### src/rtl/byte_cpu_pkg.sv
`timescale 1ns/1ps
// Shared widths, ALU operation codes and the decoded control bundle.
// Assumes the fixed one-byte instruction format described in the brief.
package byte_cpu_pkg;
    localparam int WORD_W    = 8;
    localparam int REG_CNT   = 4;
    localparam int REG_SEL_W = $clog2(REG_CNT);
    localparam int IMM_W     = 4;

    // The first eight codes follow the register-register opcode field order.
    typedef enum logic [3:0] {
        OP_ADD, OP_SUB, OP_AND, OP_OR, OP_XOR, OP_PASS, OP_LT, OP_EQ,
        OP_SHL, OP_SHR, OP_ZERO, OP_INV
    } alu_op_e;

    typedef struct packed {
        alu_op_e               op;
        logic [REG_SEL_W-1:0]  rd;
        logic [REG_SEL_W-1:0]  rs;
        logic                  use_imm;
        logic [WORD_W-1:0]     imm;
        logic                  reg_we;
        logic                  flag_we;
        logic                  mem_we;
        logic                  from_mem;
        logic                  branch;
        logic                  halt;
    } ctrl_t;
endpackage

### src/rtl/byte_cpu_decode.sv
`timescale 1ns/1ps
// Instruction decoder: turns one instruction byte into control signals.
// Purely combinational; assumes the byte is valid for the whole cycle.
module byte_cpu_decode
    import byte_cpu_pkg::*;
(
    input  logic [WORD_W-1:0] instr,
    output ctrl_t             ctrl
);
    // Decode the format from the leading bits, then the operation.
    always_comb begin
        ctrl     = '0;
        ctrl.rd  = instr[3:2];
        ctrl.rs  = instr[1:0];
        ctrl.imm = {{(WORD_W-IMM_W){instr[IMM_W-1]}}, instr[IMM_W-1:0]};
        if (!instr[7]) begin
            ctrl.op      = alu_op_e'({1'b0, instr[6:4]});
            ctrl.reg_we  = (instr[6:5] != 2'b11);
            ctrl.flag_we = (instr[6:5] == 2'b11) || (instr[6:5] == 2'b00);
        end else if (!instr[6]) begin
            ctrl.rd      = instr[5:4];
            ctrl.op      = OP_ADD;
            ctrl.use_imm = 1'b1;
            ctrl.reg_we  = 1'b1;
        end else begin
            case (instr[5:4])
                2'b00: begin
                    ctrl.reg_we   = 1'b1;
                    ctrl.from_mem = 1'b1;
                end
                2'b01: ctrl.mem_we = 1'b1;
                2'b10: begin
                    ctrl.reg_we  = 1'b1;
                    ctrl.flag_we = !instr[1];
                    case (instr[1:0])
                        2'b00:   ctrl.op = OP_SHL;
                        2'b01:   ctrl.op = OP_SHR;
                        2'b10:   ctrl.op = OP_ZERO;
                        default: ctrl.op = OP_INV;
                    endcase
                end
                default: begin
                    if (instr[IMM_W-1:0] == '0) ctrl.halt   = 1'b1;
                    else                        ctrl.branch = 1'b1;
                end
            endcase
        end
    end
endmodule

### src/rtl/byte_cpu_alu.sv
`timescale 1ns/1ps
// ALU: arithmetic, logic, compares and single-bit shifts.
// Produces a result and a candidate flag; the caller decides what is kept.
module byte_cpu_alu
    import byte_cpu_pkg::*;
#(
    parameter int W = WORD_W
) (
    input  logic [W-1:0] a,
    input  logic [W-1:0] b,
    input  alu_op_e      op,
    output logic [W-1:0] y,
    output logic         flag_out
);
    logic [W:0] sum;
    logic [W:0] diff;

    // Widened add and subtract expose the carry and the borrow.
    always_comb begin
        sum  = {1'b0, a} + {1'b0, b};
        diff = {1'b0, a} - {1'b0, b};
    end

    // Select the result and the flag candidate for the operation.
    always_comb begin
        y        = '0;
        flag_out = 1'b0;
        case (op)
            OP_ADD:  begin y = sum[W-1:0];  flag_out = sum[W];  end
            OP_SUB:  begin y = diff[W-1:0]; flag_out = diff[W]; end
            OP_AND:  y = a & b;
            OP_OR:   y = a | b;
            OP_XOR:  y = a ^ b;
            OP_PASS: y = b;
            OP_LT:   flag_out = diff[W];
            OP_EQ:   flag_out = (a == b);
            OP_SHL:  begin y = {a[W-2:0], 1'b0}; flag_out = a[W-1]; end
            OP_SHR:  begin y = {1'b0, a[W-1:1]}; flag_out = a[0];   end
            OP_ZERO: y = '0;
            OP_INV:  y = ~a;
            default: y = '0;
        endcase
    end
endmodule

### src/rtl/byte_cpu_regfile.sv
`timescale 1ns/1ps
// Register file: N words of W bits, two read ports and one write port.
// Contents are not reset; programs must write a register before reading it.
module byte_cpu_regfile #(
    parameter int W  = 8,
    parameter int N  = 4,
    localparam int SW = $clog2(N)
) (
    input  logic          clk,
    input  logic          we,
    input  logic [SW-1:0] waddr,
    input  logic [W-1:0]  wdata,
    input  logic [SW-1:0] raddr_a,
    input  logic [SW-1:0] raddr_b,
    output logic [W-1:0]  rdata_a,
    output logic [W-1:0]  rdata_b,
    output logic [N-1:0]  wr_sel
);
    logic [W-1:0] bank [N];

    for (genvar g = 0; g < N; g++) begin : g_word
        logic [W-1:0] q;
        assign wr_sel[g] = we && (waddr == SW'(g));
        // Capture write data when this word is selected.
        always_ff @(posedge clk) begin
            if (wr_sel[g]) q <= wdata;
        end
        assign bank[g] = q;
    end

    assign rdata_a = bank[raddr_a];
    assign rdata_b = bank[raddr_b];
endmodule

### src/rtl/byte_cpu_fetch.sv
`timescale 1ns/1ps
// Fetch unit: program counter, relative branching and the stop latch.
// Assumes the offset is already sign-extended to the counter width.
module byte_cpu_fetch #(
    parameter int W = 8
) (
    input  logic         clk,
    input  logic         rst_n,
    input  logic         branch,
    input  logic         halt,
    input  logic         flag,
    input  logic [W-1:0] offset,
    output logic [W-1:0] pc,
    output logic         halted
);
    logic [W-1:0] next_pc;

    // Pick the relative target on a taken branch, else the next address.
    always_comb begin
        next_pc = (branch && flag) ? pc + offset : pc + W'(1);
    end

    // Advance the counter each cycle until the stop instruction runs.
    always_ff @(posedge clk) begin
        if (!rst_n) begin
            pc     <= '0;
            halted <= 1'b0;
        end else if (!halted) begin
            if (halt) halted <= 1'b1;
            else      pc     <= next_pc;
        end
    end
endmodule

### src/rtl/byte_cpu.sv
`timescale 1ns/1ps
// Top level: one instruction per cycle over separate instruction and data
// memories. Assumes both memories answer combinationally within the cycle.
module byte_cpu
    import byte_cpu_pkg::*;
(
    input  logic              clk,
    input  logic              rst_n,
    output logic [WORD_W-1:0] imem_addr,
    input  logic [WORD_W-1:0] imem_data,
    output logic [WORD_W-1:0] dmem_addr,
    output logic [WORD_W-1:0] dmem_wdata,
    input  logic [WORD_W-1:0] dmem_rdata,
    output logic              dmem_we,
    output logic              halted
);
    ctrl_t              ctrl;
    logic               exec;
    logic               halted_q;
    logic               flag_q;
    logic [WORD_W-1:0]  pc;
    logic [WORD_W-1:0]  ra_val;
    logic [WORD_W-1:0]  rb_val;
    logic [WORD_W-1:0]  alu_b;
    logic [WORD_W-1:0]  alu_y;
    logic               alu_flag;
    logic [WORD_W-1:0]  wb_data;
    logic [REG_CNT-1:0] wr_sel;
    logic               mem_op_c;
    logic               br_c;
    logic               halt_c;

    assign exec     = rst_n && !halted_q;
    assign alu_b    = ctrl.use_imm ? ctrl.imm : rb_val;
    assign wb_data  = ctrl.from_mem ? dmem_rdata : alu_y;
    assign mem_op_c = ctrl.mem_we || ctrl.from_mem;
    assign br_c     = ctrl.branch;
    assign halt_c   = ctrl.halt;

    byte_cpu_decode u_dec (
        .instr (imem_data),
        .ctrl  (ctrl)
    );

    byte_cpu_regfile #(.W(WORD_W), .N(REG_CNT)) u_rf (
        .clk     (clk),
        .we      (exec && ctrl.reg_we),
        .waddr   (ctrl.rd),
        .wdata   (wb_data),
        .raddr_a (ctrl.rd),
        .raddr_b (ctrl.rs),
        .rdata_a (ra_val),
        .rdata_b (rb_val),
        .wr_sel  (wr_sel)
    );

    byte_cpu_alu #(.W(WORD_W)) u_alu (
        .a        (ra_val),
        .b        (alu_b),
        .op       (ctrl.op),
        .y        (alu_y),
        .flag_out (alu_flag)
    );

    byte_cpu_fetch #(.W(WORD_W)) u_fetch (
        .clk    (clk),
        .rst_n  (rst_n),
        .branch (ctrl.branch),
        .halt   (ctrl.halt),
        .flag   (flag_q),
        .offset (ctrl.imm),
        .pc     (pc),
        .halted (halted_q)
    );

    // Keep the condition flag; only flag-writing instructions update it.
    always_ff @(posedge clk) begin
        if (!rst_n)                     flag_q <= 1'b0;
        else if (exec && ctrl.flag_we)  flag_q <= alu_flag;
    end

    assign imem_addr  = pc;
    assign dmem_addr  = rb_val;
    assign dmem_wdata = ra_val;
    assign dmem_we    = exec && ctrl.mem_we;
    assign halted     = halted_q;
endmodule

### config.mk
export PLATFORM = sky130hd
export DESIGN_NAME = byte_cpu
export DESIGN_NICKNAME = d
export VERILOG_FILES = /design/src/rtl/byte_cpu_pkg.sv /design/src/rtl/byte_cpu_decode.sv /design/src/rtl/byte_cpu_alu.sv /design/src/rtl/byte_cpu_regfile.sv /design/src/rtl/byte_cpu_fetch.sv /design/src/rtl/byte_cpu.sv
export SDC_FILE = /design/constraint.sdc
export NUM_CORES = 1
export LEC_CHECK = 0
export BUFFER_PORTS_ARGS = -buffer_cell sky130_fd_sc_hd__buf_2
export CORE_MARGIN = 3
export CORE_UTILIZATION = 35
export CTS_CLUSTER_DIAMETER = 60
export DETAILED_ROUTE_END_ITERATION = 10
export GPL_TIMING_DRIVEN = 0
export SYNTH_ARGS = -nofsm -noshare
export SYNTH_HDL_FRONTEND = slang
export SYNTH_SLANG_ARGS = --single-unit
### constraint.sdc
create_clock -name clk -period 6.7 [get_ports clk]
set_input_delay 1.34 -clock clk [delete_from_list [all_inputs] [get_ports clk]]
set_output_delay 1.34 -clock clk [all_outputs]
set_load 0.01 [all_outputs]
# Word-level counts from Yosys, hierarchy flattened
# Index checks and enable logic that the tools add are counted.
[totals]
register_bits = 42
in_bits = 18
out_inout_bits = 26
elab_cells = 95
[op_classes]
n_addsub = 4
magnitude_cmp = 2
eq_ne = 20
mux = 32
n_bitwise = 8
reduce_logical = 22
[op_table]
columns = ["cell", "count"]
rows = [
  ["$pmux W8 S9", 1],
  ["$mux W8", 7],
  ["$bmux W8 S2", 2],
  ["$eq A4 B3 Y1 const B", 4],
  ["$mux W4", 4],
  ["$eq A4 B4 Y1 const B", 3],
  ["$mux W1", 11],
  ["$eq A2 B2 Y1 const B", 5],
  ["$add A8 B8 Y9", 1],
  ["$logic_and A1 B1 Y1", 9],
  ["$sub A8 B8 Y9", 1],
  ["$add A8 B1 Y8 const B", 1],
  ["$add A8 B8 Y8", 1],
  ["$and A8 B8 Y8", 1],
  ["$eq A4 B2 Y1 const B", 2],
  ["$eq A8 B8 Y1", 1],
  ["$logic_not A2 Y1", 4],
  ["$logic_not A4 Y1", 2],
  ["$mux W2", 4],
  ["$not A8 Y8", 1],
  ["$or A8 B8 Y8", 1],
  ["$xor A8 B8 Y8", 1],
  ["$eq A2 B1 Y1 const B", 3],
  ["$ge A3 B3 Y1 const B", 2],
  ["other kinds (12)", 16],
]

# Longest topological paths before layout
# Gate-level depths: netlist (run 1).
[logic_depth]
depth_word = 9
depth_mapped = 15

# Cells and area by module
# A second synthesis (run 1) with hierarchy kept.
[hier_totals]
hier_cells = 432
area_unflattened_um2 = 4202.8
[by_module_without_submodules]
columns = ["module", "n_inst", "cells_each", "area_each_um2"]
rows = [
  ["byte_cpu_alu", 1, 233, 1556.5],
  ["byte_cpu_regfile", 1, 56, 1385.1],
  ["byte_cpu_fetch", 1, 84, 703.2],
  ["byte_cpu", 1, 25, 324.1],
  ["byte_cpu_decode", 1, 34, 234.0],
]

# Least setup slack after synthesis (run 1)
# OpenSTA, ideal clock, no wires.
[synth_timing]
path_kind = "in2reg"
from = "input imem_data[6]"
to = "register u_rf.g_word[0].q[6], data pin"
arrival_ps = 4748
t_required_ps = 6505
path_slack_ps = 1757
cell_stages = 14
cell_sequence = "buf_6 > nor2b_1 > mux2i_1 > clkbuf_1 > mux2i_1 > inv_1 > ha_1 > clkbuf_1 > o21a_1 > o31a_1 > o21a_1 > o21ai_0 > or3b_2 > a41oi_1"
[synth_between]
elab_chain_cells = 9
[synth_rtl]
columns = ["element", "line_no", "text"]
rows = [
  ["start, declared", "byte_cpu.sv:10", "input logic [WORD_W-1:0] imem_data,"],
  ["$mux W2 (*)", "byte_cpu_decode.sv:20", "end else if (!instr[6]) begin"],
  ["$mux W2 (*)", "byte_cpu_decode.sv:16", "if (!instr[7]) begin"],
  ["$not A2 Y3 (not written as such) (*)", "byte_cpu_regfile.sv:31", "assign rdata_a = bank[raddr_a];"],
  ["$bmux W8 S2 (*)", "byte_cpu_regfile.sv:31", ""],
  ["$mux W8 (not written as such) (*) (2 in a row)", "byte_cpu_regfile.sv:31", ""],
  ["via dmem_wdata[3]", "byte_cpu.sv:12", "output logic [WORD_W-1:0] dmem_wdata,"],
  ["$sub A8 B8 Y9 or $add A8 B8 Y9 (tied branches)", "byte_cpu_alu.sv:21, byte_cpu_alu.sv:20", ""],
  ["$pmux W8 S9 (*)", "byte_cpu_alu.sv:28", "case (op)"],
  ["$mux W8 (*)", "byte_cpu.sv:35", "assign wb_data = ctrl.from_mem ? dmem_rdata : alu_y;"],
  ["via u_rf.wdata[6]", "byte_cpu_regfile.sv:12", "input logic [W-1:0] wdata,"],
  ["end signal, assigned", "byte_cpu_regfile.sv:26", "if (wr_sel[g]) q <= wdata;"],
  ["end, declared", "byte_cpu_regfile.sv:22", "logic [W-1:0] q;"],
]
# Mark *: on every way through the listed nets, which the timed path passes. The rest lies on a longest branch. The select of a mux whose other input is x is not followed.
# A chain may end at the register's enable or synchronous reset.

# Worst setup path in the final report (run 1)
[layout_timing]
from = "input imem_data[6]"
to = "register u_rf.g_word[3].q[6], data pin"
[layout_between]
elab_chain_cells = 9
[layout_rtl]
columns = ["element", "line_no", "text"]
rows = [
  ["$mux W2", "byte_cpu_decode.sv:20", ""],
  ["$mux W2", "byte_cpu_decode.sv:16", ""],
  ["$not A2 Y3 (not written as such)", "byte_cpu_regfile.sv:31", ""],
  ["$bmux W8 S2", "byte_cpu_regfile.sv:31", ""],
  ["$mux W8 (not written as such) (2 in a row)", "byte_cpu_regfile.sv:31", ""],
  ["$sub A8 B8 Y9 (tied with other cells)", "byte_cpu_alu.sv:21", "diff = {1'b0, a} - {1'b0, b};"],
  ["$pmux W8 S9", "byte_cpu_alu.sv:28", ""],
  ["$mux W8 (*)", "byte_cpu.sv:35", ""],
  ["via u_rf.wdata[6]", "byte_cpu_regfile.sv:12", ""],
  ["end signal, assigned", "byte_cpu_regfile.sv:26", ""],
  ["end, declared", "byte_cpu_regfile.sv:22", ""],
]
# Marks and branches as above.

==> results by group, run 1 <==
Power and ir drop
  – Static Leak: 1.865 nW
  – VDD IR max: 149.0 µV
  – P per Cell Area: 193.4 nW/µm²

Finish
  – Filler Cell Count: 1,098
  – Syn-to-layout area delta: 13.25%
  – Layout net count: 540
  – Layout cells sized above 1: 0.1598
  – Commonest non-fill, non-tap cell in the layout: buf_2
  – Multi-input gate area: 2594 µm²
  – Commonest non-fill, non-tap cells in the layout: buf_2, inv_1, nand2_1, nor2_1, a21oi_1
  – Sequential cell area: 1161 µm²
  – Ant. Diodes: 0

Placement
  – RePlAce Congestion: 0.9564
  – Port bufs: 40
  – Pre-CTS setup slack: 0.8842 ns
  – DP Wirelength: 9783 µm

Clock tree
  – Clock Tree Root: clkbuf_16
  – CTS tree: yes
  – Max clock buf depth: 2
  – Hold_buf cts: 0
  – Reg clk slew, reported paths: 0.06 ns
  – Post-CTS Setup Repair Bufs: 0
  – Clk sinks: 42
  – Num CTS Buffers: 5
  – Post-cts sizing count: 0
  – H-tree levels: 2
  – Clock latency on the worst-skew pair: 0.28 ns

Synthesis
  – Post-synthesis cell type count: 65
  – Dominant synthesized flop cell: edfxtp_1
  – Seq/Total Area, Yosys: 0.2914
  – Synth Net Count: 493
  – #FFs+latches synth: 42
  – Area of the mapped netlist: 3985 µm²
  – Number of synthesized flops with an enable pin: 32
  – Synth Warn #: 0
  – Synthesized instance count: 440
  – Avg Cell Area, Syn: 9.057 µm²
  – Asr flop ratio synth: 0

Worst setup path
  – Critical-path cell list: buf_2 -> buf_6 -> nor2b_1 -> mux2i_1 -> clkbuf_1 -> mux2i_1 -> inv_1 -> ha_1 -> clkbuf_1 -> o21a_1 -> o31a_1 -> o21a_1 -> o21ai_0 -> or3b_2 -> a41oi_1
  – Critical path's largest stage delay: 0.58 ns
  – Critical Path RT: 6.73 ns
  – Crit path kind: input port to flop
  – CP Max Fanout: 10
  – Crit path capture type: flop
  – Nature of the critical path startpoint: input port
  – Crit path max-delay family: multiplexers
  – Critical path data arrival time: 5.65 ns
  – Flop2flop setup slack: 2.90 ns
  – Worst path slowest cell: mux2i_1
  – Worst path bufs/invs: 5

Floorplan
  – Core Footprint: 10,980 µm²
  – Initial Util: 0.3628
  – Horiz. Die Dim: 112.7 µm
  – Std-Cell Rows: 38
  – Die Area: 12,700 µm²
  – Chip Height: 112.7 µm
  – Ports: 44

STA
  – Relative slew slack: 0.3683
  – Tightest Pin Transition: 0.9376 ns
  – Final setup viols: 0
  – Final hold vios: 0
  – RSZ-0062 raised after global routing: false
  – Fin crit share: 0.8393
  – Final Critical Period: 5.623 ns
  – Clock Skews: 0.002489 ns
  – Fmax: 0.1778 GHz
  – Setup tns final: 0 ns
  – Final Worst Setup Slack: 1.077 ns
  – Final Max Slew Viols: 0

Run
  – Max-cap violations: 0

Global routing
  – Tot GR Track Use: 0.1990
  – First-pass GRT wire length: 20,070 µm
  – Vias in the first global route: 3,617
  – Initial antenna violation count: 0
  – Largest net degree at the start of global routing: 15
  – Congestion Overflow GR: 0

Routing
  – Initial DRC Count: 451
  – Routed len/inst: 19.61 µm
  – Drt total wl: 12,310 µm
  – DRT Pass-1 Iters: 5
  – Post-route ant nets: 0
  – Number of vias per cell: 5.858
  – Remaining DRCs: 0
  – Routed vias: 3,679

Run status
  – Run status: complete, no violations

Worst hold path
  – Hold WC Path Type: flop to flop
==> metrics by stage <==
stage	hold slack [ns]	std cells	utilization	total power, mW	area (µm²)
2_1_floorplan	0.4916	440	-	0.5417	3985
3_3_place_gp	0.4677	620	0.3970	0.6334	4360
3_5_place_dp	0.4741	620	0.3970	0.6369	4360
4_1_cts	0.4823	628	0.4103	0.8722	4507
5_1_grt	0.5115	628	0.4109	0.9266	4513
6_report	0.4744	628	0.4109	0.8727	4513
==> path summary, 6_finish.rpt <==
kind | startpoint | endpoint | depth (start not counted)
min reg2reg | u_fetch.pc[4]$_SDFFE_PN0P_ | u_fetch.pc[4]$_SDFFE_PN0P_ | 2
max | imem_data[6] | u_rf.g_word[3].q[6]$_DFFE_PP_ | 15
min | u_fetch.pc[4]$_SDFFE_PN0P_ | u_fetch.pc[4]$_SDFFE_PN0P_ | 2
max reg2reg | u_rf.g_word[3].q[0]$_DFFE_PP_ | u_rf.g_word[3].q[6]$_DFFE_PP_ | 12
==> cell usage after synthesis, types with 6 or more instances <==
cell type / number / area, µm²
nand2_1: 34 / 127.6
o21ai_0: 19 / 95.09
a22oi_1: 8 / 60.06
a21oi_1: 34 / 170.2
dfxtp_1: 10 / 200.2
a221oi_1: 7 / 61.31
clkbuf_1: 17 / 63.81
nor3_1: 7 / 35.03
a22o_1: 6 / 52.55
inv_1: 35 / 131.4
mux4_2: 9 / 202.7
nor2_1: 34 / 127.6
mux2i_1: 26 / 260.3
nor2b_1: 7 / 43.79
edfxtp_1: 32 / 960.9
nand2b_1: 8 / 50.05
ha_1: 32 / 400.4
nand3_1: 8 / 40.04
xnor2_1: 6 / 52.55
==> sequential cells by signal, indices dropped and copies added, names as in the netlist <==
| register | count |
|---|---|
| u_rf.g_word.q | 32 |
| flag_q | 1 |
| u_fetch.halted | 1 |
| u_fetch.pc | 8 |
==> layout make-up <==
class	count	share of cell area
multi-input combinational	338	0.5747
sequential	42	0.2573
timing repair buffer	40	0.04436
tap	140	0.03881
inverter	35	0.02911
clock buffer	5	0.02772
buffer	25	0.02329
clock inverter	3	0.004713
==> worst min-delay path, delay by kind of cell (launching register included) <==
| kind | cells | cell delay [ns] |
|---|---|---|
| compound gates | 1 | 0.05 |
| flops | 1 | 0.32 |
| simple gates | 1 | 0.06 |
==> cells by family after synthesis <==
kind of cell | count (synthesis) | share of synthesized area
DFF | 42 | 0.2914
adders and majority gates | 35 | 0.1155
buffers and inverters | 60 | 0.05934
xor gates and xnor gates | 9 | 0.01978
AOI/OAI and AO/OA | 130 | 0.2276
and+or+nand+nor | 123 | 0.1523
muxes | 41 | 0.1341
==> layer usage <==
layer / GRT usage / vias up / share of wire
met5: 0 / - / 0
met4: 0.06010 / 0 / 0.022
met3: 0.02888 / 22 / 0.072
met2: 0.3160 / 157 / 0.45
met1: 0.2820 / 1762 / 0.45
li1: - / 1738 / -
==> report_power, final <==
group | switching [mW] | leakage, nW | internal [mW]
Sequential | 0.00615 | 0.375 | 0.305
Clock | 0.0945 | 0.0698 | 0.138
Combinational | 0.205 | 1.42 | 0.124
Total | 0.306 | 1.87 | 0.567
No activity file was read; power rests on OpenSTA's default activity.
==> inputs of run 2 (changes only) <==
Clock period 6.7 ns to 4.8 ns, I/O delays scaled along.
==> run 2 against run 1 <==
Compared with the run above:
- global-route usage about the same
- power up 41%
- setup slack worse by 0.86 ns
- clock skew down 0.00070 ns
- register-to-register slack worse by 1.8 ns
- design area up 1.5%
- sequential share of layout area down 0.37 points
- highest routed layer unchanged
- wire length up 0.83%
- cell count up 0.16%
- core utilization up 0.60 points
- critical path type unchanged
- largest cell class unchanged
==> results by group, run 2 (same netlist as run 1, synthesis figures left out) <==
Floorplan
  – Core Footprint: 10,980 µm² (unchanged)
  – Std-Cell Rows: 38 (unchanged)
  – Horiz. Die Dim: 112.7 µm (unchanged)
  – Chip Height: 112.7 µm (unchanged)
  – Initial Util: 0.3628 (unchanged)
  – Die Area: 12,700 µm² (unchanged)
  – Ports: 44 (unchanged)

Clock tree
  – Clk sinks: 42 (unchanged)
  – H-tree levels: 2 (unchanged)
  – Max clock buf depth: 2 (unchanged)
  – Reg clk slew, reported paths: 0.06 ns (about the same)
  – Clock Tree Root: clkbuf_16 (unchanged)
  – CTS tree: yes (unchanged)
  – Num CTS Buffers: 5 (unchanged)
  – Clock latency on the worst-skew pair: 0.28 ns (about the same)

Power and ir drop
  – Static Leak: 1.881 nW (was 1.865 nW)
  – Register share of total power: 0.353 (was 0.356)
  – Power Internal: 800.1 µW (was 566.7 µW)
  – Switching share of total power: 0.3509 (was 0.3506)
  – Clock network power share: 0.262 (was 0.266)
  – P per Cell Area: 269.2 nW/µm² (was 193.4 nW/µm²)
  – Net Switching: 432.5 µW (was 306.0 µW)
  – Combinational share of power: 0.386 (was 0.377)
  – VDD IR max: 213.0 µV (was 149.0 µV)

Finish
  – Layout net count: 541 (was 540)
  – Max FFs per register: 32 (unchanged)
  – Commonest non-fill, non-tap cell in the layout: buf_2 (unchanged)
  – Sequential cell area: 1161 µm² (unchanged)
  – Syn-to-layout area delta: 14.91% (was 13.25%)
  – Final non-filler cell total: 629 (was 628)
  – Multi-input gate area: 2644 µm² (was 2594 µm²)
  – Commonest non-fill, non-tap cells in the layout: buf_2, inv_1, nand2_1, nor2_1, a21oi_1 (unchanged)
  – Layout cells sized above 1: 0.1922 (was 0.1598)
  – Ant. Diodes: 0 (unchanged)
  – Filler Cell Count: 1,092 (was 1,098)
  – Largest registers: u_rf.g_word.q x32, u_fetch.pc x8 (unchanged)
  – Largest register by flop count: u_rf.g_word.q (unchanged)

Global routing
  – Vias in the first global route: 3,635 (was 3,617)
  – Tot GR Track Use: 0.1993 (was 0.1990)
  – First-pass GRT wire length: 20,080 µm (was 20,070 µm)
  – Largest net degree at the start of global routing: 15 (unchanged)
  – Congestion Overflow GR: 0 (unchanged)
  – Initial antenna violation count: 0 (unchanged)

Routing
  – Metal3 WL: 889 µm (was 886 µm)
  – Routed len/inst: 19.74 µm (was 19.61 µm)
  – Number of vias per cell: 5.874 (was 5.858)
  – Initial DRC Count: 377 (was 451)
  – Post-route ant nets: 0 (unchanged)
  – Top layer in use: met4 (unchanged)
  – DRT Pass-1 Iters: 5 (unchanged)
  – Met1 wire length: 5549 µm (was 5573 µm)
  – Routed vias: 3,695 (was 3,679)
  – Drt total wl: 12,410 µm (was 12,310 µm)
  – DR WL met2: 5638 µm (was 5581 µm)
  – Remaining DRCs: 0 (unchanged)

STA
  – Final Max Slew Viols: 0 (unchanged)
  – Final hold slack: 0.4739 ns (was 0.4744 ns)
  – RSZ-0062 raised after global routing: false (unchanged)
  – Clock Skews: 0.001793 ns (was 0.002489 ns)
  – Tightest Pin Transition: 0.9472 ns (was 0.9376 ns)
  – Final setup viols: 0 (unchanged)
  – Final Critical Period: 4.588 ns
  – Setup tns final: 0 ns (unchanged)
  – Fmax: 0.2180 GHz
  – Final Worst Setup Slack: 0.2123 ns (was 1.077 ns)
  – Relative slew slack: 0.3619 (was 0.3683)
  – Final hold vios: 0 (unchanged)
  – Fin crit share: 0.9558

Worst hold path
  – Hold WC Path Type: flop to flop (unchanged)
  – Worst Hold Launch: u_fetch.pc[4]$_SDFFE_PN0P_ (unchanged)

Placement
  – DP Wirelength: 9783 µm (unchanged)
  – Port bufs: 40 (unchanged)
  – Cells after DPL: 620 (unchanged)
  – RePlAce Congestion: 0.9564 (unchanged)
  – Pre-CTS setup slack: -0.6358 ns (was 0.8842 ns)

Worst setup path
  – Critical path launch point: imem_data[6] (unchanged)
  – CP Max Fanout: 10 (unchanged)
  – Nature of the critical path startpoint: input port (unchanged)
  – Critical path data arrival time: 4.67 ns (was 5.65 ns)
  – Critical Path RT: 4.88 ns (was 6.73 ns)
  – Crit path capture type: flop (unchanged)
  – Crit path kind: input port to flop (unchanged)
  – Reg2Reg Launch Point: u_rf.g_word[3].q[0]$_DFFE_PP_ (unchanged)

Run
  – Max-cap violations: 0 (unchanged)

Run status
  – Run status: complete, no violations (unchanged)
==> run 2: cell count changes in the layout (fill, tap and decap cells not counted), moves of 2 or more <==
| cell | change |
|---|---|
| mux2i_2 | +6 |
| clkbuf_2 | +4 |
| mux2i_1 | -7 |
| clkbuf_1 | -5 |
| buf_4 | +2 |
==> run 2: cell type report <==
cell class / instances / area share
sequential: 42 / 0.2536
multi-input combinational: 338 / 0.5773
timing repair buffer: 42 / 0.04699
buffer: 24 / 0.02322
clock buffer: 5 / 0.02732
tap: 140 / 0.03825
clock inverter: 3 / 0.004645
inverter: 35 / 0.02869
==> run 2: metrics by stage <==
stage          cell area (µm²)  utilization  total power [mW]
2_1_floorplan             3985            -            0.7561
3_3_place_gp              4360       0.3970            0.8842
3_5_place_dp              4360       0.3970            0.8890
4_1_cts                   4536       0.4130             1.222
5_1_grt                   4579       0.4170             1.307
6_report                  4579       0.4170             1.233
==> run 2: power by group through the flow <==
stage	Sequential [mW]	Combinational, mW	Clock, mW
floorplan	0.440	0.316	0
global placement	0.440	0.444	0
detailed placement	0.442	0.447	0
CTS	0.434	0.456	0.332
global route	0.436	0.525	0.347
finish	0.435	0.475	0.323
==> run 2: per-layer routing <==
layer,up-vias,track usage
met5,-,0
met4,0,0.06250
met3,29,0.02727
met2,139,0.3160
met1,1788,0.2828
li1,1739,-
==> run 2: worst paths after layout <==
path                              endpoint  slack (ns)  cells past startpoint
max          u_rf.g_word[3].q[6]$_DFFE_PP_        0.21                     15
min             u_fetch.pc[4]$_SDFFE_PN0P_        0.47                      2
max reg2reg  u_rf.g_word[3].q[6]$_DFFE_PP_        1.13                     12
min reg2reg     u_fetch.pc[4]$_SDFFE_PN0P_        0.47                      2
==> run 2: timing repair <==
| item | 4_1_cts | 5_1_grt |
|---|---|---|
| buffers inserted | 1 | 1 |
| endpoints found under the setup margin | 16 | 16 |
| hold buffers | 0 | 0 |
| resized for setup | 6 | 12 |
| pin swaps | 0 | 1 |
==> run 2: worst max-delay path: stages <==
cell and delay (ns):
buf_2 0.11, buf_6 0.13, nand2b_4 0.15, mux2_4 0.27
buf_2 0.33, mux2i_2 0.38, nand2_1 0.09, o21ai_0 0.21
ha_1 0.38, nor2b_1 0.20, o31a_1 0.26, o21a_1 0.18
o21ai_0 0.23, or3b_2 0.49, a41oi_2 0.26
